File: config.mk
export PLATFORM = sky130hd
export DESIGN_NAME = e1_ts_inserter
export DESIGN_NICKNAME = d
export VERILOG_FILES = /design/src/rtl/e1_ts_inserter.sv
export SDC_FILE = /design/constraint.sdc
export NUM_CORES = 1
export LEC_CHECK = 0
export BUFFER_PORTS_ARGS = -buffer_cell sky130_fd_sc_hd__clkbuf_2
export CAP_MARGIN = 20
export CORE_MARGIN = 2
export CORE_UTILIZATION = 50
export CTS_CLUSTER_SIZE = 20
export DETAILED_ROUTE_END_ITERATION = 10
export GPL_ROUTABILITY_DRIVEN = 0
export PLACE_DENSITY = 0.65
export RECOVER_POWER = 25
export SYNTH_ARGS = -nofsm -noshare
export SYNTH_HDL_FRONTEND = slang
export SYNTH_SLANG_ARGS = --single-unit
File: constraint.sdc
create_clock -name clk -period 2.7 [get_ports clk]
set_input_delay 0.27 -clock clk [delete_from_list [all_inputs] [get_ports clk]]
set_output_delay 0.27 -clock clk [all_outputs]
set_load 0.1 [all_outputs]
File: src/rtl/e1_ts_inserter.sv
module e1_ts_inserter #(
  parameter int          NCH        = 32,
  parameter logic [7:0]  IMASK_BASE = 8'h26,
  parameter logic [7:0]  IDLE_ADDR  = 8'h2A,
  parameter logic [7:0]  CTRL_ADDR  = 8'h2B,
  parameter logic [7:0]  PMASK_BASE = 8'h2C,
  parameter logic [7:0]  CODE_BASE  = 8'h30
) (
  input  logic       clk,
  input  logic       rst_n,
  input  logic       fsync,
  input  logic       bp_data,
  input  logic       rx_data,
  output logic       tx_data,
  input  logic [7:0] bus_addr,
  input  logic [7:0] bus_wdata,
  input  logic       bus_we,
  output logic [7:0] bus_rdata
);
  localparam int NB  = NCH / 8;
  localparam int TSW = $clog2(NCH);
  localparam logic [1:0] SRC_BP = 2'd0, SRC_IDLE = 2'd1, SRC_RX = 2'd2, SRC_CODE = 2'd3;

  logic [TSW-1:0] ts_q, cur_ts;
  logic [2:0]     bit_q, cur_bit;
  logic [NCH-1:0] imask, pmask;
  logic [7:0]     idle_code;
  logic           loop_mode;
  logic [7:0]     code [NCH];
  logic [1:0]     new_src, snap_src, use_src;
  logic [7:0]     new_code, snap_code, use_code;

  assign cur_ts  = fsync ? '0 : ts_q;
  assign cur_bit = fsync ? '0 : bit_q;

  always_ff @(posedge clk or negedge rst_n)
    if (!rst_n) {ts_q, bit_q} <= '0;
    else        {ts_q, bit_q} <= {cur_ts, cur_bit} + 1'b1;

  always_ff @(posedge clk or negedge rst_n)
    if (!rst_n) begin
      imask <= '0; pmask <= '0; idle_code <= '0; loop_mode <= 1'b0;
      for (int n = 0; n < NCH; n++) code[n] <= '0;
    end else if (bus_we) begin
      for (int k = 0; k < NB; k++) begin
        if (bus_addr == IMASK_BASE + 8'(k)) imask[8*k +: 8] <= bus_wdata;
        if (bus_addr == PMASK_BASE + 8'(k)) pmask[8*k +: 8] <= bus_wdata;
      end
      if (bus_addr == IDLE_ADDR) idle_code <= bus_wdata;
      if (bus_addr == CTRL_ADDR) loop_mode <= bus_wdata[0];
      for (int n = 0; n < NCH; n++)
        if (bus_addr == CODE_BASE + 8'(n)) code[n] <= bus_wdata;
    end

  always_comb begin
    bus_rdata = '0;
    for (int k = 0; k < NB; k++) begin
      if (bus_addr == IMASK_BASE + 8'(k)) bus_rdata = imask[8*k +: 8];
      if (bus_addr == PMASK_BASE + 8'(k)) bus_rdata = pmask[8*k +: 8];
    end
    if (bus_addr == IDLE_ADDR) bus_rdata = idle_code;
    if (bus_addr == CTRL_ADDR) bus_rdata = {7'd0, loop_mode};
    for (int n = 0; n < NCH; n++)
      if (bus_addr == CODE_BASE + 8'(n)) bus_rdata = code[n];
  end

  always_comb begin
    new_src  = SRC_BP;
    new_code = '0;
    if (pmask[cur_ts]) begin
      new_src  = SRC_CODE;
      new_code = code[cur_ts];
    end else if (imask[cur_ts]) begin
      new_src  = loop_mode ? SRC_RX : SRC_IDLE;
      new_code = idle_code;
    end
  end

  always_ff @(posedge clk or negedge rst_n)
    if (!rst_n) begin
      snap_src <= SRC_BP; snap_code <= '0;
    end else if (cur_bit == 3'd0) begin
      snap_src <= new_src; snap_code <= new_code;
    end

  assign use_src  = (cur_bit == 3'd0) ? new_src  : snap_src;
  assign use_code = (cur_bit == 3'd0) ? new_code : snap_code;

  always_comb
    case (use_src)
      SRC_BP:  tx_data = bp_data;
      SRC_RX:  tx_data = rx_data;
      default: tx_data = use_code[~cur_bit];
    endcase

  AST_SLOT_STEP: assert property (@(posedge clk) disable iff (!rst_n)
    (!fsync && bit_q == 3'd7) |=> (bit_q == 3'd0 && ts_q == $past(ts_q) + 1'b1));
  AST_FSYNC_RESTART: assert property (@(posedge clk) disable iff (!rst_n)
    fsync |=> (ts_q == '0 && bit_q == 3'd1));
  AST_SLOT_HOLD: assert property (@(posedge clk) disable iff (!rst_n)
    (cur_bit != 3'd0) |-> (use_src == $past(use_src) && use_code == $past(use_code)));
  AST_PASS_THRU: assert property (@(posedge clk) disable iff (!rst_n)
    (cur_bit == 3'd0 && !pmask[cur_ts] && !imask[cur_ts]) |-> tx_data == bp_data);
  AST_LOOP_RX: assert property (@(posedge clk) disable iff (!rst_n)
    (cur_bit == 3'd0 && loop_mode && imask[cur_ts] && !pmask[cur_ts]) |-> tx_data == rx_data);
  AST_CODE_PRIO: assert property (@(posedge clk) disable iff (!rst_n)
    (cur_bit == 3'd0 && pmask[cur_ts]) |-> tx_data == code[cur_ts][7]);
endmodule

Yosys cells after proc, flatten, opt, wreduce, memory -nomap -nowiden
Cells that the tools add are included.
{"block": "totals", "output_inout_bits": 9, "ramBits": 0, "romBits": 0, "input_bits": 22, "regBits": 347, "elab_cells": 200, "latch_bits": 0, "mem_count": 0}
{"block": "op_classes", "mul": 0, "n_div": 0, "magnitude_cmp": 3, "n_addsub": 1, "n_shift": 0, "eq_ne": 43, "n_mux": 61, "n_bitwise": 2, "reduce_logical": 44}
{"cell": "8-bit 2-to-1 mux", "count": 47}
{"cell": "8-bit by 6-bit == test with 1-bit output, second input constant", "count": 26}
{"cell": "8-bit by 7-bit == test with 1-bit output, second input constant", "count": 16}
{"cell": "2-bit AND reduction", "count": 42}
{"cell": "8-bit binary-select mux with 5-bit select", "count": 1}
{"cell": "1-bit binary-select mux with 5-bit select", "count": 2}
{"cell": "8-bit by 1-bit adder with 8-bit output, second input constant", "count": 1}
{"cell": "2-bit 2-to-1 mux", "count": 4}
{"cell": "6-bit >= comparator, second input constant", "count": 1}
{"cell": "5-bit by 6-bit < comparator with 1-bit output, second input constant", "count": 1}
{"cell": "5-bit inverter with 6-bit output", "count": 1}
{"cell": "5-bit 2-to-1 mux", "count": 1}
{"cell": "3-bit by 4-bit < comparator with 1-bit output, second input constant", "count": 1}
{"cell": "1-bit binary-select mux with 3-bit select", "count": 1}
{"cell": "3-bit logical NOT", "count": 1}
{"cell": "1-bit 2-to-1 mux", "count": 3}
{"cell": "3-bit 2-to-1 mux", "count": 1}
{"cell": "3-bit inverter", "count": 1}
{"cell": "2-bit == test, second input constant", "count": 1}
{"cell": "2-bit logical NOT", "count": 1}
{"cell": "1-bit one-hot mux with 2 select lines", "count": 1}

Logic depth before layout (Yosys ltp)
{"block": "depth", "word_depth": 43, "ltp_mapped": 14, "mapped_depth_nobuf": 9}

Worst setup path before layout
OpenSTA, ideal clock, no wires.
{"block": "synth_path", "kind": "in2out", "from": "in bus_addr[6]", "to": "out bus_rdata[1]", "setup_slack_ns": -1.614, "path_buffers": 0, "t_required_ns": 2.430, "path_stages": 9, "arrival_time_ns": 4.044, "path_cell_list": "or4b_2 -> nor3_1 -> a222oi_1 -> o2bb2ai_1 -> a21oi_1 -> o221ai_1 -> a21oi_1 -> o21ai_0 -> o21ai_0"}
{"block": "synth_between", "elab_chain_cells": 43}
{"element": "from (decl)", "line_no": "15", "source": "input logic [7:0] bus_addr,"}
{"element": "8-bit by 6-bit == test with 1-bit output", "line_no": "58", "source": "if (bus_addr == IMASK_BASE + 8'(k)) bus_rdata = imask[8*k +: 8];"}
{"element": "8-bit 2-to-1 mux", "line_no": "58"}
{"element": "8-bit 2-to-1 mux", "line_no": "59", "source": "if (bus_addr == PMASK_BASE + 8'(k)) bus_rdata = pmask[8*k +: 8];"}
{"element": "8-bit 2-to-1 mux", "line_no": "58"}
{"element": "8-bit 2-to-1 mux", "line_no": "59"}
{"element": "8-bit 2-to-1 mux", "line_no": "58"}
{"element": "8-bit 2-to-1 mux", "line_no": "59"}
{"element": "8-bit 2-to-1 mux", "line_no": "58"}
{"element": "8-bit 2-to-1 mux", "line_no": "59"}
{"element": "8-bit 2-to-1 mux", "line_no": "61", "source": "if (bus_addr == IDLE_ADDR) bus_rdata = idle_code;"}
{"element": "8-bit 2-to-1 mux", "line_no": "62", "source": "if (bus_addr == CTRL_ADDR) bus_rdata = {7'd0, loop_mode};"}
{"element": "8-bit 2-to-1 mux (31 in series)", "line_no": "64", "source": "if (bus_addr == CODE_BASE + 8'(n)) bus_rdata = code[n];"}
{"element": "8-bit 2-to-1 mux (*)", "line_no": "64"}
{"element": "to (decl)", "line_no": "18", "source": "output logic [7:0] bus_rdata"}
Every way passes the cells marked *; elsewhere a longest branch is shown, timed or not.

Worst setup path in the final report
{"block": "layout_path", "from": "reg ts_q[0]", "to": "out tx_data"}
{"block": "layout_between", "elab_chain_cells": 10}
{"element": "from (decl)", "line_no": "24", "source": "logic [TSW-1:0] ts_q, cur_ts;"}
{"element": "from (signal assigned)", "line_no": "38", "source": "else {ts_q, bit_q} <= {cur_ts, cur_bit} + 1'b1;"}
{"element": "5-bit 2-to-1 mux (*)", "line_no": "33", "source": "assign cur_ts = fsync ? '0 : ts_q;"}
{"element": "5-bit inverter with 6-bit output (implied by the code)", "line_no": "72", "source": "new_code = code[cur_ts];"}
{"element": "8-bit binary-select mux with 5-bit select", "line_no": "72"}
{"element": "8-bit 2-to-1 mux (implied by the code) (2 in series)", "line_no": "72"}
{"element": "8-bit 2-to-1 mux", "line_no": "70", "source": "if (pmask[cur_ts]) begin"}
{"element": "8-bit 2-to-1 mux"}
{"element": "1-bit binary-select mux with 3-bit select", "line_no": "93", "source": "default: tx_data = use_code[~cur_bit];"}
{"element": "1-bit 2-to-1 mux (implied by the code)", "line_no": "93"}
{"element": "1-bit one-hot mux with 2 select lines (*)", "line_no": "90", "source": "case (use_src)"}
{"element": "to (decl)", "line_no": "14", "source": "output logic tx_data,"}
Every way passes the cells marked *; elsewhere a longest branch is shown, timed or not. The select of a mux whose other input is x is not followed.

==> out/summary.txt <==
CTS clk-pin slew, worst paths = 0.06 ns
DR vias = 20,155
Die Area = 0.0413 mm2
Area growth syn-to-layout = 38.5%
Routed WL per cell = 30.6 um
status = finished, violations left
Crit path depth = 12
Distinct cells, synth = 93
main flop type after synthesis = dfrtp_1
Routed Antenna Nets = 0
RR Endpoint = snap_code[1]$_DFF_PN0_
Avg Inst Size Synth = 10.7 um2
CP endpoint kind = output port
DR pass1 iterations = 7
crit path cell chain = nor2b_4 -> buf_12 -> nand2_1 -> a21oi_1 -> a211oi_1 -> buf_4 -> o31ai_1 -> nor4b_2 -> a2111oi_4 -> a211oi_2 -> nor4_4 -> buf_12
initial core utilization = 51.0%
Worst Setup SP = ts_q[0]$_DFF_PN0_
HPWL after detailed placement = 60,800 um
final net count = 2,381
Post-Syn Area = 0.0198 mm2
vias in the first global route = 20,294
slowest cell delay on critical path = 0.58 ns
RSZ-0062 raised after global routing = yes
CTS max path bufs = 3
Yosys warning count = 0
fin util = 70.6%
#FFs+latches synth = 347
maximum operating frequency = 248 MHz
number of synthesized flops with an enable pin = 0
cts bufs inserted = 39
Pwr per Cell Area = 484 mW/mm2
Worst path top cell family by delay = compound AO/OA/AOI/OAI gates
largest net degree at the start of global routing = 82
max cap viols = 0
Static Leak = 13.0 nW
Worst path most repeated cell = buf_12
Hold Crit Start = fsync
R2R depth = 10
Die Ht = 203 um
period utilization = 149%
Post-Syn Nets = 1,878
Final Hold Violating Endpoints = 0
H-tree Lvls = 2
initial antenna violation count = 2
cell count after synthesis = 1,854
Post-Route WL = 88,800 um
first-pass GRT wire length = 129,000 um
Ports = 31
worst vdd ir = 494 uV
std cell rows = 72
worst-path fanout max = 7
clk_lat worst skew = 0.58 ns
grt ovf = 0
fin. max-slew vios = 0
failing checks = negative setup slack
Crit-path slowest cell = o31ai_1
Startpoint Class = flip-flop
via/cell ratio = 6.94
Chip Width = 203 um
Iteration-0 DRC Markers = 3,007
relative slew slack = 19.1%
Core ar. = 0.0389 mm2
register area share after synthesis = 43.8%
Tot GR Track Use = 42.5%
Hold Path Class = in -> reg
final setup vio count = 13
Setup Skew = 0.0143 ns
# port buffers = 30
Post-synth ARST share = 100%
Crit path buffers/inverters = 3
clock root cell = clkbuf_16
CP arrival = 3.76 ns
worst endpoint required time = 2.43 ns
min Tclk post-route = 4.03 ns
Worst-Margin Slew = 1.21 ns
DR DRC count = 0
setup ws final = -1.33 ns
crit path to = tx_data
CTS Sinks = 347
CTS tree = built
critical path class = reg -> out
RR Startpoint = ts_q[0]$_DFF_PN0_
Total Power = 13.3 mW
layout cells sized above 1 = 52.2%
FF-to-FF setup slack = -0.26 ns
[stage by stage]
| stage | hold slack (ns) | instance area (um2) | setup slack [ns] | cells | TNS [ns] |
|---|---|---|---|---|---|
| finish | 0.268 | 27500 | -1.33 | 2903 | -5.95 |
| CTS | 0.209 | 27000 | -1.26 | 2886 | -4.77 |
| global placement | 0.201 | 24500 | -1.03 | 2792 | -8.97 |
| global route | 0.262 | 27500 | -1.37 | 2903 | -6.26 |
| floorplan | -0.0256 | 20000 | -0.741 | 1854 | -1.14 |
| detailed placement | 0.201 | 24500 | -1.03 | 2792 | -9.57 |
[layout make-up]
class	count	area (um2)
timing repair buffer	596	5020
clock inverter	20	218
antenna	1	2.50
sequential	347	8690
inverter	16	60.1
multi-input combinational	1357	11800
fill	2740	11400
tap	518	648
clock buffer	48	1080
[cell families (layout without fill, tap and decap cells)]
kind of cell | after synthesis | count (layout) | synth area share (%)
flops | 347 | 347 | 43.8
mux | 433 | 433 | 25.0
simple gates | 471 | 471 | 11.5
fa+ha+maj | 2 | 2 | 0.126
compound gates | 446 | 446 | 15.9
buf+inv | 150 | 680 | 3.56
other cells | 0 | 1 | 0
xor+xnor | 5 | 5 | 0.221
[tightest hold or removal path: cells and delay by family]
family        cells  cell delay (ns)
simple gates      1             0.06
buf+inv           2             0.46
[cell usage in the layout (no fill, tap or decap), types with 11 or more instances in the layout]
| cell | Yosys | routed |
|---|---|---|
| a211oi_1 | 40 | 26 |
| a21oi_1 | 81 | 66 |
| a21oi_2 | 1 | 11 |
| a221o_1 | 15 | 14 |
| a221oi_1 | 43 | 25 |
| a221oi_2 | 0 | 15 |
| a22oi_1 | 26 | 19 |
| a31oi_1 | 21 | 16 |
| buf_12 | 0 | 30 |
| buf_4 | 11 | 508 |
| buf_6 | 6 | 30 |
| clkbuf_16 | 0 | 41 |
| clkbuf_2 | 0 | 14 |
| clkbuf_8 | 0 | 11 |
| dfrtp_1 | 347 | 345 |
| inv_1 | 16 | 16 |
| mux2_2 | 369 | 367 |
| mux2i_1 | 48 | 44 |
| mux4_2 | 13 | 13 |
| nand2_1 | 193 | 179 |
| nand3_1 | 38 | 35 |
| nor2_1 | 98 | 88 |
| nor2b_1 | 27 | 19 |
| nor3_1 | 28 | 20 |
| o21ai_0 | 80 | 59 |
| o21ai_1 | 8 | 17 |
| o221ai_1 | 19 | 11 |
| o22ai_1 | 25 | 21 |
[power by group]
group	total [mW]	internal, mW	switching [mW]	leakage, nW
Clock	5.56	3.22	2.33	0.638
Sequential	5.73	5.47	0.258	4.76
Combinational	2.01	0.872	1.14	7.56
[sequential cells by signal (all words and copies together) (netlist names)]
name,count
imask,32
pmask,32
idle_code,8
ts_q,5
snap_code,8
snap_src,2
bit_q,3
code,256
loop_mode,1
[Yosys cell counts (8+ instances only)]
cell,instances,share of area [%]
mux2_2,369,21
dfrtp_1,347,44
nand2_1,193,3.7
nor2_1,98,1.9
a21oi_1,81,2.0
o21ai_0,80,2.0
clkbuf_1,70,1.3
mux2i_1,48,2.4
a221oi_1,43,1.9
a211oi_1,40,1.5
nand3_1,38,0.96
buf_2,36,0.91
nor3_1,28,0.71
nor2b_1,27,0.85
a22oi_1,26,0.98
o22ai_1,25,0.79
a31oi_1,21,0.66
o221ai_1,19,0.84
inv_1,16,0.30
a221o_1,15,0.76
mux4_2,13,1.5
a2111oi_0,11,0.49
buf_4,11,0.42
nand2b_1,11,0.35
buf_1,10,0.19
and3_1,9,0.28
a222oi_1,8,0.40
o211ai_1,8,0.30
o21ai_1,8,0.20
[metal layers]
metal	GRT usage, %	wire length [um]	vias up
li1	-	-	8012
met1	52.1	30700	9655
met2	62.9	37200	1853
met3	14.3	12600	635
met4	30.3	8360	0
met5	0	0	-
[worst min-delay path by stage]
stage                                  endpoint  cells past startpoint
after CTS                 pmask[26]$_DFFE_PN0P_                      2
after floorplan              bit_q[0]$_DFF_PN0_                      0
after global placement     pmask[7]$_DFFE_PN0P_                      1
after global routing          ts_q[1]$_DFF_PN0_                      3
final                         ts_q[1]$_DFF_PN0_                      3
after detailed placement   pmask[2]$_DFFE_PN0P_                      1
[what timing repair did]
item	4_1_cts	5_1_grt
hold buffers	1	0
pin swaps	85	66
gates cloned	2	2
resized for setup	209	80
buffers inserted	37	16
setup endpoints to repair	13	15
hold endpoints to repair	35	0
Note: power is estimated with default switching activity, not from simulation.
